===== src/rtl/steer_pkg.sv =====
package steer_pkg;

    typedef enum logic [2:0] {
        RK_NONE,
        RK_CHAN,
        RK_ENAB,
        RK_FORCE,
        RK_STAT,
        RK_ODIS,
        RK_SUMM
    } reg_kind_e;

    typedef struct packed {
        reg_kind_e   kind;
        logic [15:0] idx;
    } reg_sel_t;

    // Map a byte offset onto a register kind and a word index.
    function automatic reg_sel_t decode_addr(input logic [31:0] byte_addr, input int nw);
        reg_sel_t s;
        int       wa;
        s.kind = RK_NONE;
        s.idx  = '0;
        wa     = int'(byte_addr[31:2]);
        if (byte_addr[1:0] == 2'b00) begin
            if (wa == 0) begin
                s.kind = RK_CHAN;
            end else if (wa <= nw) begin
                s.kind = RK_ENAB;
                s.idx  = 16'(wa - 1);
            end else if (wa <= 2 * nw) begin
                s.kind = RK_FORCE;
                s.idx  = 16'(wa - nw - 1);
            end else if (wa <= 3 * nw) begin
                s.kind = RK_STAT;
                s.idx  = 16'(wa - 2 * nw - 1);
            end else if (wa == 3 * nw + 1) begin
                s.kind = RK_ODIS;
            end else if (wa == 3 * nw + 2) begin
                s.kind = RK_SUMM;
            end
        end
        return s;
    endfunction

endpackage


===== src/rtl/steer_regs.sv =====
module steer_regs
    import steer_pkg::*;
#(
    parameter int NW       = 4,
    parameter int NUM_OUT  = 2,
    parameter int NUM_CHAN = 4
) (
    input  logic                   clk,
    input  logic                   rst_n,
    input  logic                   wr_en,
    input  reg_sel_t               wr_sel,
    input  logic [31:0]            wr_data,
    output logic [NUM_CHAN-1:0]    chan_q,
    output logic [NW-1:0][31:0]    enab_q,
    output logic [NW-1:0][31:0]    force_q,
    output logic [NUM_OUT-1:0]     odis_q
);

    localparam int IW = (NW > 1) ? $clog2(NW) : 1;

    logic [IW-1:0] widx;
    assign widx = wr_sel.idx[IW-1:0];

    always_ff @(posedge clk or negedge rst_n) begin
        if (!rst_n) begin
            chan_q <= '0;
        end else if (wr_en && wr_sel.kind == RK_CHAN) begin
            chan_q <= wr_data[NUM_CHAN-1:0];
        end
    end

    always_ff @(posedge clk or negedge rst_n) begin
        if (!rst_n) begin
            odis_q <= '0;
        end else if (wr_en && wr_sel.kind == RK_ODIS) begin
            odis_q <= wr_data[NUM_OUT-1:0];
        end
    end

    for (genvar w = 0; w < NW; w++) begin : g_word
        logic hit_en;
        logic hit_fc;
        assign hit_en = wr_en && (wr_sel.kind == RK_ENAB)  && (widx == IW'(w));
        assign hit_fc = wr_en && (wr_sel.kind == RK_FORCE) && (widx == IW'(w));

        always_ff @(posedge clk or negedge rst_n) begin
            if (!rst_n) begin
                enab_q[w] <= '0;
            end else if (hit_en) begin
                enab_q[w] <= wr_data;
            end
        end

        always_ff @(posedge clk or negedge rst_n) begin
            if (!rst_n) begin
                force_q[w] <= '0;
            end else if (hit_fc) begin
                force_q[w] <= wr_data;
            end
        end
    end

endmodule


===== src/rtl/steer_status.sv =====
module steer_status #(
    parameter int NUM_IN   = 128,
    parameter int NW       = 4,
    parameter int NUM_OUT  = 2,
    parameter int NUM_CHAN = 4,
    parameter int CHAN_ID  = 1
) (
    input  logic [NUM_IN-1:0]      irq_in,
    input  logic [NW-1:0][31:0]    enab_q,
    input  logic [NW-1:0][31:0]    force_q,
    input  logic [NUM_CHAN-1:0]    chan_q,
    input  logic [NUM_OUT-1:0]     odis_q,
    output logic [NW-1:0][31:0]    stat_w,
    output logic [NUM_OUT-1:0]     summ,
    output logic [NUM_OUT-1:0]     irq_out
);

    logic chan_on;
    assign chan_on = chan_q[CHAN_ID];

    // Word w holds inputs starting at (NW-1-w)*32.
    for (genvar w = 0; w < NW; w++) begin : g_stat
        localparam int BASE = (NW - 1 - w) * 32;
        assign stat_w[w] = (irq_in[BASE +: 32] | force_q[w]) & enab_q[w];
    end

    for (genvar k = 0; k < NUM_OUT; k++) begin : g_grp
        localparam int LO_W = NW - 1 - 2 * k;
        if (2 * k + 1 < NW) begin : g_pair
            localparam int HI_W = NW - 2 - 2 * k;
            assign summ[k] = (|stat_w[LO_W]) | (|stat_w[HI_W]);
        end else begin : g_single
            assign summ[k] = |stat_w[LO_W];
        end
        assign irq_out[k] = summ[k] & ~odis_q[k] & chan_on;
    end

endmodule


===== src/rtl/steer_rdpath.sv =====
module steer_rdpath
    import steer_pkg::*;
#(
    parameter int NW       = 4,
    parameter int NUM_OUT  = 2,
    parameter int NUM_CHAN = 4
) (
    input  logic                   clk,
    input  logic                   rst_n,
    input  logic                   rd_en,
    input  reg_sel_t               rd_sel,
    input  logic [NUM_CHAN-1:0]    chan_q,
    input  logic [NW-1:0][31:0]    enab_q,
    input  logic [NW-1:0][31:0]    force_q,
    input  logic [NW-1:0][31:0]    stat_w,
    input  logic [NUM_OUT-1:0]     odis_q,
    input  logic [NUM_OUT-1:0]     summ,
    output logic [31:0]            rd_data
);

    localparam int IW = (NW > 1) ? $clog2(NW) : 1;

    logic [IW-1:0] ridx;
    logic [31:0]   rd_mux;

    assign ridx = rd_sel.idx[IW-1:0];

    always_comb begin
        rd_mux = '0;
        unique case (rd_sel.kind)
            RK_CHAN:  rd_mux = 32'(chan_q);
            RK_ENAB:  rd_mux = enab_q[ridx];
            RK_FORCE: rd_mux = force_q[ridx];
            RK_STAT:  rd_mux = stat_w[ridx];
            RK_ODIS:  rd_mux = 32'(odis_q);
            RK_SUMM:  rd_mux = 32'(summ);
            default:  rd_mux = '0;
        endcase
    end

    always_ff @(posedge clk or negedge rst_n) begin
        if (!rst_n) begin
            rd_data <= '0;
        end else if (rd_en) begin
            rd_data <= rd_mux;
        end
    end

endmodule


===== src/rtl/irq_steer_agg.sv =====
module irq_steer_agg
    import steer_pkg::*;
#(
    parameter int NUM_IN   = 128,
    parameter int NUM_CHAN = 4,
    parameter int CHAN_ID  = 1,
    parameter int AW       = 8
) (
    input  logic                          clk,
    input  logic                          rst_n,
    input  logic [NUM_IN-1:0]             irq_in,
    input  logic                          wr_en,
    input  logic                          rd_en,
    input  logic [AW-1:0]                 addr,
    input  logic [31:0]                   wr_data,
    output logic [31:0]                   rd_data,
    output logic [(NUM_IN+63)/64-1:0]     irq_out
);

    localparam int NW      = NUM_IN / 32;
    localparam int NUM_OUT = (NUM_IN + 63) / 64;

    reg_sel_t                sel;
    logic [NUM_CHAN-1:0]     chan_q;
    logic [NW-1:0][31:0]     enab_q;
    logic [NW-1:0][31:0]     force_q;
    logic [NW-1:0][31:0]     stat_w;
    logic [NUM_OUT-1:0]      odis_q;
    logic [NUM_OUT-1:0]      summ;

    assign sel = decode_addr(32'(addr), NW);

    steer_regs #(
        .NW(NW), .NUM_OUT(NUM_OUT), .NUM_CHAN(NUM_CHAN)
    ) u_regs (
        .clk(clk), .rst_n(rst_n), .wr_en(wr_en), .wr_sel(sel), .wr_data(wr_data),
        .chan_q(chan_q), .enab_q(enab_q), .force_q(force_q), .odis_q(odis_q)
    );

    steer_status #(
        .NUM_IN(NUM_IN), .NW(NW), .NUM_OUT(NUM_OUT),
        .NUM_CHAN(NUM_CHAN), .CHAN_ID(CHAN_ID)
    ) u_status (
        .irq_in(irq_in), .enab_q(enab_q), .force_q(force_q), .chan_q(chan_q),
        .odis_q(odis_q), .stat_w(stat_w), .summ(summ), .irq_out(irq_out)
    );

    steer_rdpath #(
        .NW(NW), .NUM_OUT(NUM_OUT), .NUM_CHAN(NUM_CHAN)
    ) u_rd (
        .clk(clk), .rst_n(rst_n), .rd_en(rd_en), .rd_sel(sel), .chan_q(chan_q),
        .enab_q(enab_q), .force_q(force_q), .stat_w(stat_w), .odis_q(odis_q),
        .summ(summ), .rd_data(rd_data)
    );

endmodule


===== config.mk =====
export PLATFORM = sky130hd
export DESIGN_NAME = irq_steer_agg
export DESIGN_NICKNAME = d
export VERILOG_FILES = /design/src/rtl/steer_pkg.sv /design/src/rtl/steer_regs.sv /design/src/rtl/steer_status.sv /design/src/rtl/steer_rdpath.sv /design/src/rtl/irq_steer_agg.sv
export SDC_FILE = /design/constraint.sdc
export NUM_CORES = 1
export LEC_CHECK = 0
export BUFFER_PORTS_ARGS = -buffer_cell sky130_fd_sc_hd__buf_4
export CAP_MARGIN = 0
export CORE_AREA = 2 2 208 210
export DETAILED_ROUTE_END_ITERATION = 12
export DIE_AREA = 0 0 210 212
export PLACE_DENSITY_LB_ADDON = 0.15
export REMOVE_ABC_BUFFERS = 1
export SLEW_MARGIN = 20
export SYNTH_ARGS = -nofsm -noshare
export SYNTH_HDL_FRONTEND = slang
export SYNTH_SLANG_ARGS = --single-unit

===== constraint.sdc =====
create_clock -name clk -period 1.85 [get_ports clk]
set_clock_uncertainty 0.2 [all_clocks]
set_input_delay 0 -clock clk [delete_from_list [all_inputs] [get_ports clk]]
set_output_delay 0 -clock clk [all_outputs]
set_load 0.01 [all_outputs]

==> qor.yml, run 1 <==
pwr:
  swShare: 0.253
  power_frac_seq: 0.418
  share_clk_of_total_power: 0.432
  finalPower_mw: 16.2
  cellInternalPower_mw: 12.1
  power_per_standard_cell_area_nw_per_um2: 666
  switching_power_mw: 4.10
  worst_ir_drop_vdd_mv: 0.606
  static-leakage-power_nw: 11.6
  pwr-share-comb: 0.150
status:
  outcome: "finished, violations left"
  failed_checks: "hold timing, setup timing"
cts:
  clock_sink_count: 294
  numCtsBuffers: 35
  postCtsHoldBufs: 38
  tritoncts: "done"
  worst_setup_hold_path_clk_slew_ns: 0.06
  root_buffer: "clkbuf_16"
  clock_latency_ns: 0.56
  clock_tree.htree_level_count: 2
  cts_max_path_bufs: 3
detailed_routing:
  detail_route.drc_violations: 0
  remaining_antenna_violation_count_after_routing: 0
  wl_per_cell_um: 26.3
  detailedRoute.firstIterationViolations: 1244
  drt_pass1_iterations: 8
  wirelength_mm: 67.7
  route.vias.total: 14614
  route.detailed.vias_per_inst: 5.68
global_route:
  grt_first_pass_wirelength_mm: 92.0
  first_global_vias: 14462
  grt_antenna_before_repair: 1
  gr-total-overflow: 0
  grt_start_max_net_pins: 54
  groute.usage.overall: 0.284
synthesis:
  synthesized_area_fraction_occupied_by_ao_oa_aoi_and_oai_cells: 0.155
  ys_seq_area_frac: 0.501
  synth.avg_cell_area_um2: 11.7
  post_synth_inst_count: 1255
  mapped_area_um2: 14700
  synth_simple_gate_area_frac: 0.0701
  ys_types: 52
  async_reset_ff_frac: 1.00
  most_instantiated_flip_flop_cell_in_the_synthesis_netlist: "dfrtp_1"
  main_combinational_cell_family_by_area_after_synthesis: "multiplexers"
  synth.mux.area_fraction: 0.243
  synth.yosys.warnings: 0
  post_synth_fa_ha_maj_area_fraction: 0.00256
  yosys.area_share.xor_xnor: 0.000597
  synth-seq-cells: 294
  synth-edff-count: 0
placed_design:
  place_hpwl_mm: 45.5
  dp_slack_ns: -0.807
  placement.cell_area_um2: 20800
  placement.io_buffers: 205
  dp_cells: 2419
  gp_routability_congestion: 0.931
die:
  floorplan.initialDensity: 0.345
  die_w_um: 210
  row_count: 76
  dieHeight_um: 212
  fp.coreArea_um2: 42500
  die-area_um2: 44500
  design.portCount: 206
sta:
  pins_over_their_slew_limit: 0
  final.min_clock_period_ns: 2.79
  report.final.setup_viol: 155
  hold-worst-slack_ns: -0.147
  final_hold_vio_count: 23
  layout_worst_path_cycle_share: 1.51
  setup_tns_ns: -13.23
  final_critical_path_setup_slack_ns: -0.940
  rsz_0062_raised_after_global_routing: "true"
  timing.slew.headroom: 0.666
  max_clock_freq_mhz: 358
  worst_pin_slew_ns: 0.501
critical_path:
  worstSetupPathType: "flip-flop to primary output"
  worst-r2r-setup-slack_ns: -0.37
  worstReg2RegEnd: "u_rd.rd_data[1]"
  crit-reg2reg-launch: "u_regs.force_q[37]"
  worst_setup_path_start_kind: "flip-flop"
  critical_path_origin: "u_regs.force_q[37]"
  crit_path_max_fanout: 2
  cp_data_required_time_ns: 1.65
  end_kind: "primary output"
  r2r_cells: 7
  data_arrival_time_at_the_worst_slack_endpoint_ns: 2.59
min_path:
  hold-path-endpoint: "u_rd.rd_data[3]"
  hold-path-cell-count: 5
  hold_path.class: "input port to flip-flop"
  timing.hold.worst.start: "irq_in[99]"
cells_and_area:
  area_delta_synth_final_pct: 66.0
  post-route-cell-area_um2: 24400
  finalNonFillerCells: 2575
  commonest_cells_after_routing_fill_and_taps_aside: "652 x buf_4, 294 x dfrtp_1, 137 x mux2_2"
  layout.nets: 2178
  antennaDiodeCount: 0
  commonest_non_fill_non_tap_cell_in_the_layout: "buf_4"
  layout_cells_sized_above_1: 0.584
job:
  timing.max_cap.violations: 0
## how the worst max path moves through the flow
stage,to,slack [ns]
after floorplan,u_rd.rd_data[15],-2.55
after global placement,u_regs.force_q[47],-0.76
after detailed placement,u_rd.rd_data[23],-0.81
after CTS,irq_out[1],-0.82
after global routing,irq_out[1],-0.91
final,irq_out[1],-0.94
## flip-flops by register name, indices dropped and copies added, names as in the netlist
name,flops
u_regs.chan_q,4
u_regs.force_q,128
u_rd.rd_data,32
u_regs.odis_q,2
u_regs.enab_q,128
## through the flow
stage,utilization,hold slack [ns]
global route,0.573,-0.118
global placement,0.489,-0.270
detailed placement,0.489,-0.267
finish,0.573,-0.147
floorplan,-,-0.496
CTS,0.535,-0.170
## cell usage after synthesis (5+ instances only)
master / number / share of area
buf_2: 33 / 0.011
o22ai_1: 53 / 0.023
nor2_1: 90 / 0.023
clkbuf_1: 35 / 0.0089
mux2_1: 11 / 0.0084
o221ai_1: 9 / 0.0054
a211o_1: 14 / 0.0084
a221o_1: 10 / 0.0068
mux2i_1: 61 / 0.042
o21ai_0: 129 / 0.044
nand2_1: 26 / 0.0066
nor4_1: 9 / 0.0038
mux2_2: 251 / 0.19
dfrtp_1: 294 / 0.50
a222oi_1: 16 / 0.011
a21oi_1: 33 / 0.011
nor3_1: 13 / 0.0044
nand4_1: 37 / 0.016
a21boi_0: 5 / 0.0026
buf_4: 6 / 0.0031
a221oi_1: 44 / 0.026
a22oi_1: 6 / 0.0031
o22a_1: 10 / 0.0060
## power groups by stage
stage | Combinational (mW) | Clock, mW | Sequential (mW)
6_report | 2.43 | 7.01 | 6.78
5_1_grt | 2.57 | 7.39 | 6.80
4_1_cts | 2.21 | 7.13 | 6.78
3_5_place_dp | 2.10 | 0 | 6.89
3_3_place_gp | 2.08 | 0 | 6.88
2_1_floorplan | 0.669 | 0 | 6.88
## worst max-delay path: stages, from the launching register on
cell     delay [ns]
dfrtp_1        0.37
o21ai_0        0.27
nand4_1        0.32
nor4_2         0.25
buf_4          0.18
nand4_1        0.24
and3b_1        0.28
buf_6          0.12
## area by class of cell
class,instances,area [µm²]
sequential,294,7360
inverter,4,17.5
fill,3554,18100
multi-input combinational,875,8060
tap,546,683
clock buffer,52,1030
clock inverter,11,116
timing repair buffer,793,7100
## layer usage
layer | up-vias | global-route usage | wire, µm
met5 | - | 0 | 13
met4 | 2 | 0.0983 | 2570
met3 | 147 | 0.0573 | 5730
met2 | 718 | 0.454 | 30600
met1 | 7371 | 0.385 | 28700
li1 | 6376 | - | -
## what timing repair did
item | in CTS | in global routing
resized for setup | 54 | 307
pin swaps | 19 | 105
endpoints found under the hold margin | 588 | 13
setup buffers | 16 | 27
cloned | 4 | 17
setup endpoints to repair | 261 | 140
## kinds of logic after synthesis
logic type / Yosys count
XOR/XNOR: 1
AO/OA/AOI/OAI: 342
AND/OR/NAND/NOR: 206
multiplexers: 323
flip-flops: 294
buffers and inverters: 86
adder cells (fa/ha/maj): 3
No activity file was read; power rests on OpenSTA's default activity.
==> inputs of run 2 (changes only) <==
--- a/config.mk
+++ b/config.mk
@@ -5,11 +5,12 @@
 export SDC_FILE = /design/constraint.sdc
 export NUM_CORES = 1
 export LEC_CHECK = 0
+export ABC_AREA = 0
 export BUFFER_PORTS_ARGS = -buffer_cell sky130_fd_sc_hd__buf_4
 export CAP_MARGIN = 0
-export CORE_AREA = 2 2 208 210
+export CORE_AREA = 2 2 190 230
 export DETAILED_ROUTE_END_ITERATION = 12
-export DIE_AREA = 0 0 210 212
+export DIE_AREA = 0 0 192 232
 export PLACE_DENSITY_LB_ADDON = 0.15
 export REMOVE_ABC_BUFFERS = 1
 export SLEW_MARGIN = 20
==> qor.yml, run 2 (synthesis results as in run 1) <==
sta:
  final_critical_path_setup_slack_ns: -0.907
  layout_worst_path_cycle_share: 1.49
  rsz_0062_raised_after_global_routing: "true"
  final_hold_vio_count: 18
  max_clock_freq_mhz: 363
  worst_pin_slew_ns: 0.513
  report.final.setup_viol: 36
  pins_over_their_slew_limit: 0
  final.min_clock_period_ns: 2.76
  setup_tns_ns: -3.07
  timing.slew.headroom: 0.658
  hold-worst-slack_ns: -0.142
cts:
  clock_sink_count: 294
  postCtsHoldBufs: 37
  numCtsBuffers: 35
  tritoncts: "done"
  worst_setup_hold_path_clk_slew_ns: 0.06
  cts_max_path_bufs: 3
  clock_latency_ns: 0.54
  root_buffer: "clkbuf_16"
  clock_tree.htree_level_count: 2
global_route:
  groute.usage.overall: 0.285
  gr-total-overflow: 0
  grt_start_max_net_pins: 55
  grt_first_pass_wirelength_mm: 93.1
  first_global_vias: 14623
  grt_antenna_before_repair: 0
cells_and_area:
  top_regs: "u_regs.enab_q: 128 flops, u_regs.force_q: 128 flops, u_rd.rd_data: 32 flops"
  fillerInstances: 3699
  commonest_cells_after_routing_fill_and_taps_aside: "670 x buf_4, 294 x dfrtp_1, 183 x mux2_2"
  commonest_non_fill_non_tap_cell_in_the_layout: "buf_4"
  area_delta_synth_final_pct: 62.8
  layout_cells_sized_above_1: 0.572
  layout.nets: 2173
status:
  failed_checks: "hold timing, setup timing"
  outcome: "finished, violations left"
detailed_routing:
  detail_route.drc_violations: 0
  drt_pass1_iterations: 6
  route.detailed.vias_per_inst: 5.58
  remaining_antenna_violation_count_after_routing: 0
  route.vias.total: 14338
  detailedRoute.firstIterationViolations: 1167
  wirelength_mm: 67.0
  wl_per_cell_um: 26.1
die:
  die-area_um2: 44500
  fp.coreArea_um2: 42400
  design.portCount: 206
  dieHeight_um: 232
  die_w_um: 192
  row_count: 83
  floorplan.initialDensity: 0.346
placed_design:
  placement.io_buffers: 205
  gp_routability_congestion: 0.935
  place_hpwl_mm: 45.6
critical_path:
  worst-r2r-setup-slack_ns: -0.45
  worstSetupPathType: "flip-flop to primary output"
  worstReg2RegEnd: "u_rd.rd_data[1]"
  crit_path_max_fanout: 2
  worst_setup_path_start_kind: "flip-flop"
  crit-reg2reg-launch: "u_regs.force_q[34]"
  cp_data_required_time_ns: 1.65
  r2r_cells: 10
  end_kind: "primary output"
  data_arrival_time_at_the_worst_slack_endpoint_ns: 2.56
min_path:
  hold-path-cell-count: 5
  timing.hold.worst.start: "irq_in[99]"
  hold-path-endpoint: "u_rd.rd_data[3]"
  hold_path.class: "input port to flip-flop"
pwr:
  pwr-share-comb: 0.150
  power_per_standard_cell_area_nw_per_um2: 676
  power_frac_seq: 0.420
  swShare: 0.247
  share_clk_of_total_power: 0.430
  cellInternalPower_mw: 12.2
  worst_ir_drop_vdd_mv: 0.488
  static-leakage-power_nw: 11.5
  switching_power_mw: 3.99
  finalPower_mw: 16.2
job:
  timing.max_cap.violations: 0
-- run 2: layout make-up --
type	instances	area, µm²	share of cell area
antenna	1	2.50	0.000105
clock buffer	50	1040	0.0437
clock inverter	7	85.1	0.00356
inverter	4	20.0	0.000838
multi-input combinational	875	7720	0.323
sequential	294	7360	0.308
tap	552	691	0.0289
timing repair buffer	788	6980	0.292
-- run 2: layer usage --
layer,GRT usage,up-vias,part of all wire
met3,0.0373,137,0.066
li1,-,6345,-
met4,0.107,0,0.043
met1,0.375,7241,0.42
met2,0.479,615,0.48
met5,0,-,0
-- run 2: critical path: stages, from the launching register on --
cell and delay (ns):
dfrtp_1 0.38, o21ai_1 0.13, buf_4 0.17, nand4_1 0.21, nor4_4 0.39, buf_4 0.17
nand4_1 0.19, and3b_1 0.28, buf_6 0.12
-- run 2: how the worst max path moves through the flow --
| stage | start | endpoint | slack, ns | cells after the start |
|---|---|---|---|---|
| floorplan | addr[2] | u_rd.rd_data[15] | -2.55 | 7 |
| global placement | addr[2] | u_rd.rd_data[7] | -0.74 | 10 |
| detailed placement | addr[2] | u_rd.rd_data[7] | -0.76 | 10 |
| CTS | u_regs.force_q[88] | irq_out[0] | -0.87 | 8 |
| global route | u_regs.force_q[106] | irq_out[0] | -1.01 | 8 |
| finish | u_regs.force_q[106] | irq_out[0] | -0.91 | 8 |
-- run 2: metrics by stage --
stage | utilization | cell area [µm²] | cells | worst slack [ns] | hold slack, ns
CTS | 0.537 | 22800 | 2543 | -0.872 | -0.163
finish | 0.564 | 23900 | 2571 | -0.907 | -0.142
detailed placement | 0.492 | 20800 | 2435 | -0.757 | -0.211
global placement | 0.492 | 20800 | 2435 | -0.740 | -0.209
global route | 0.564 | 23900 | 2570 | -1.01 | -0.127
floorplan | - | 14300 | 1173 | -2.55 | -0.496
-- run 2: power groups by stage --
stage / Sequential (mW) / Clock, mW / Combinational (mW)
finish: 6.79 / 6.96 / 2.42
global route: 6.81 / 7.31 / 2.57
CTS: 6.78 / 7.07 / 2.25
detailed placement: 6.89 / 0 / 2.12
global placement: 6.88 / 0 / 2.10
floorplan: 6.88 / 0 / 0.669
-- run 2: repair_timing --
action | CTS | global route
buffers inserted | 10 | 14
resized for setup | 67 | 174
pin swaps | 28 | 61
cloned | 4 | 15
hold endpoints to repair | 577 | 9
setup endpoints to repair | 250 | 249
==> inputs of run 3 (changes only) <==
==> constraint.sdc (replaced) <==
create_clock -name clk -period 2.3 [get_ports clk]
set_clock_uncertainty 0.2 [all_clocks]
set_input_delay 0 -clock clk [delete_from_list [all_inputs] [get_ports clk]]
set_output_delay 0 -clock clk [all_outputs]
set_load 0.01 [all_outputs]
==> qor.yml, run 3 (synthesis results as in run 1) <==
cells_and_area:
  post-route-cell-area_um2: 21100
  post-route-util: 0.499
  layout_cells_sized_above_1: 0.440
  commonest_cells_after_routing_fill_and_taps_aside: "410 x buf_4, 294 x dfrtp_1, 251 x mux2_2"
  layout.nets: 1938
  area_delta_synth_final_pct: 44.0
  top_regs: "u_regs.enab_q: 128 flops, u_regs.force_q: 128 flops, u_rd.rd_data: 32 flops"
  finalNonFillerCells: 2338
  commonest_non_fill_non_tap_cell_in_the_layout: "buf_4"
sta:
  final_hold_vio_count: 2
  max_clock_freq_mhz: 372
  rsz_0062_raised_after_global_routing: "true"
  hold-worst-slack_ns: -0.0139
  final.min_clock_period_ns: 2.68
  layout_worst_path_cycle_share: 1.17
  setup_tns_ns: -0.760
  timing.slew.headroom: 0.576
  final_critical_path_setup_slack_ns: -0.385
  worst_pin_slew_ns: 0.637
  pins_over_their_slew_limit: 0
  report.final.setup_viol: 2
critical_path:
  end_kind: "primary output"
  crit_chain: "o21ai_0, nand4_1, nor4_2, buf_4, nand4_1, buf_4, and3b_1, buf_6"
  r2r_cells: 6
  crit-reg2reg-launch: "u_regs.force_q[54]"
  crit_buf_inv: 3
  worstReg2RegEnd: "u_rd.rd_data[22]"
  worstSetupPathType: "flip-flop to primary output"
  cp_data_required_time_ns: 2.10
  crit_path_max_fanout: 3
  data_arrival_time_at_the_worst_slack_endpoint_ns: 2.48
  critical_path_origin: "u_regs.force_q[59]"
  worst_setup_path_start_kind: "flip-flop"
  critical_path.top_delay_family: "simple AND/OR/NAND/NOR gates"
  slowest_stage: "dfrtp_1"
  worst_path_largest_cell_delay_ns: 0.38
  worst-r2r-setup-slack_ns: 0.12
pwr:
  switching_power_mw: 3.04
  cellInternalPower_mw: 9.51
  worst_ir_drop_vdd_mv: 0.386
  power_per_standard_cell_area_nw_per_um2: 594
  power_frac_seq: 0.437
  finalPower_mw: 12.6
  static-leakage-power_nw: 9.84
  share_clk_of_total_power: 0.438
  swShare: 0.242
  pwr-share-comb: 0.125
placed_design:
  place_hpwl_mm: 43.5
  gp_routability_congestion: 0.922
  dp_slack_ns: -0.432
  dp_cells: 2167
  placement.cell_area_um2: 18800
  placement.io_buffers: 205
detailed_routing:
  detail_route.drc_violations: 0
  route.detailed.vias_per_inst: 5.67
  route.vias.total: 13254
  detailedRoute.firstIterationViolations: 1097
  wl_per_cell_um: 25.8
  remaining_antenna_violation_count_after_routing: 0
  drt_pass1_iterations: 7
  wirelength_mm: 60.4
cts:
  worst_setup_hold_path_clk_slew_ns: 0.06
  numCtsBuffers: 34
  root_buffer: "clkbuf_16"
  cts_max_path_bufs: 3
  tritoncts: "done"
  clock_tree.htree_level_count: 2
  clock_sink_count: 294
  clock_latency_ns: 0.53
die:
  fp.coreArea_um2: 42400
  die-area_um2: 44500
  row_count: 83
  design.portCount: 206
  die_w_um: 192
  dieHeight_um: 232
  floorplan.initialDensity: 0.346
global_route:
  grt_antenna_before_repair: 1
  first_global_vias: 13554
  grt_start_max_net_pins: 72
  grt_first_pass_wirelength_mm: 88.2
  groute.usage.overall: 0.272
  gr-total-overflow: 0
job:
  timing.max_cap.violations: 0
status:
  outcome: "finished, violations left"
  failed_checks: "hold timing, setup timing"
min_path:
  hold-path-endpoint: "u_rd.rd_data[0]"
  hold-path-cell-count: 5
  hold_path.class: "input port to flip-flop"
  timing.hold.worst.start: "irq_in[96]"
run 3: power groups by stage:
| stage | sequential, mW | clock, mW | combinational, mW |
|---|---|---|---|
| global route | 5.51 | 5.81 | 1.68 |
| global placement | 5.57 | 0 | 1.40 |
| floorplan | 5.54 | 0 | 0.538 |
| finish | 5.49 | 5.50 | 1.57 |
| CTS | 5.49 | 5.58 | 1.55 |
| detailed placement | 5.58 | 0 | 1.41 |
run 3: tightest hold or removal path, delay by kind of cell:
family / cells / cell delay (ns)
buffers and inverters: 1 / 0.09
AOI/OAI and AO/OA: 4 / 0.57
run 3: how the worst max path moves through the flow:
stage | endpoint | slack [ns] | cells after the start
CTS | irq_out[1] | -0.49 | 8
finish | irq_out[1] | -0.38 | 8
floorplan | u_rd.rd_data[15] | -2.10 | 7
detailed placement | u_rd.rd_data[23] | -0.43 | 12
global route | irq_out[1] | -0.50 | 9
global placement | u_rd.rd_data[23] | -0.41 | 12
run 3: area by class of cell:
cell class / instances / area [µm²]
well taps: 552 / 691
clock buffers: 54 / 1080
clock inverters: 4 / 45.0
inverters: 4 / 15.0
repair buffers: 554 / 4880
fillers: 3841 / 21200
diodes: 1 / 2.50
multi-input cells: 875 / 7070
flip-flops and latches: 294 / 7360
run 3: per-layer routing:
metal | vias to the layer above | share of wire | GRT usage
met2 | 570 | 0.47 | 0.442
met1 | 6693 | 0.42 | 0.354
met5 | - | 0 | 0
met4 | 0 | 0.037 | 0.104
li1 | 5881 | - | -
met3 | 110 | 0.073 | 0.0585
run 3: timing repair:
action	CTS	global route
endpoints found under the setup margin	4	290
endpoints found under the hold margin	588	3
hold buffers	103	2
buffers inserted	3	6
pin swaps	13	13
gates resized for setup	27	34
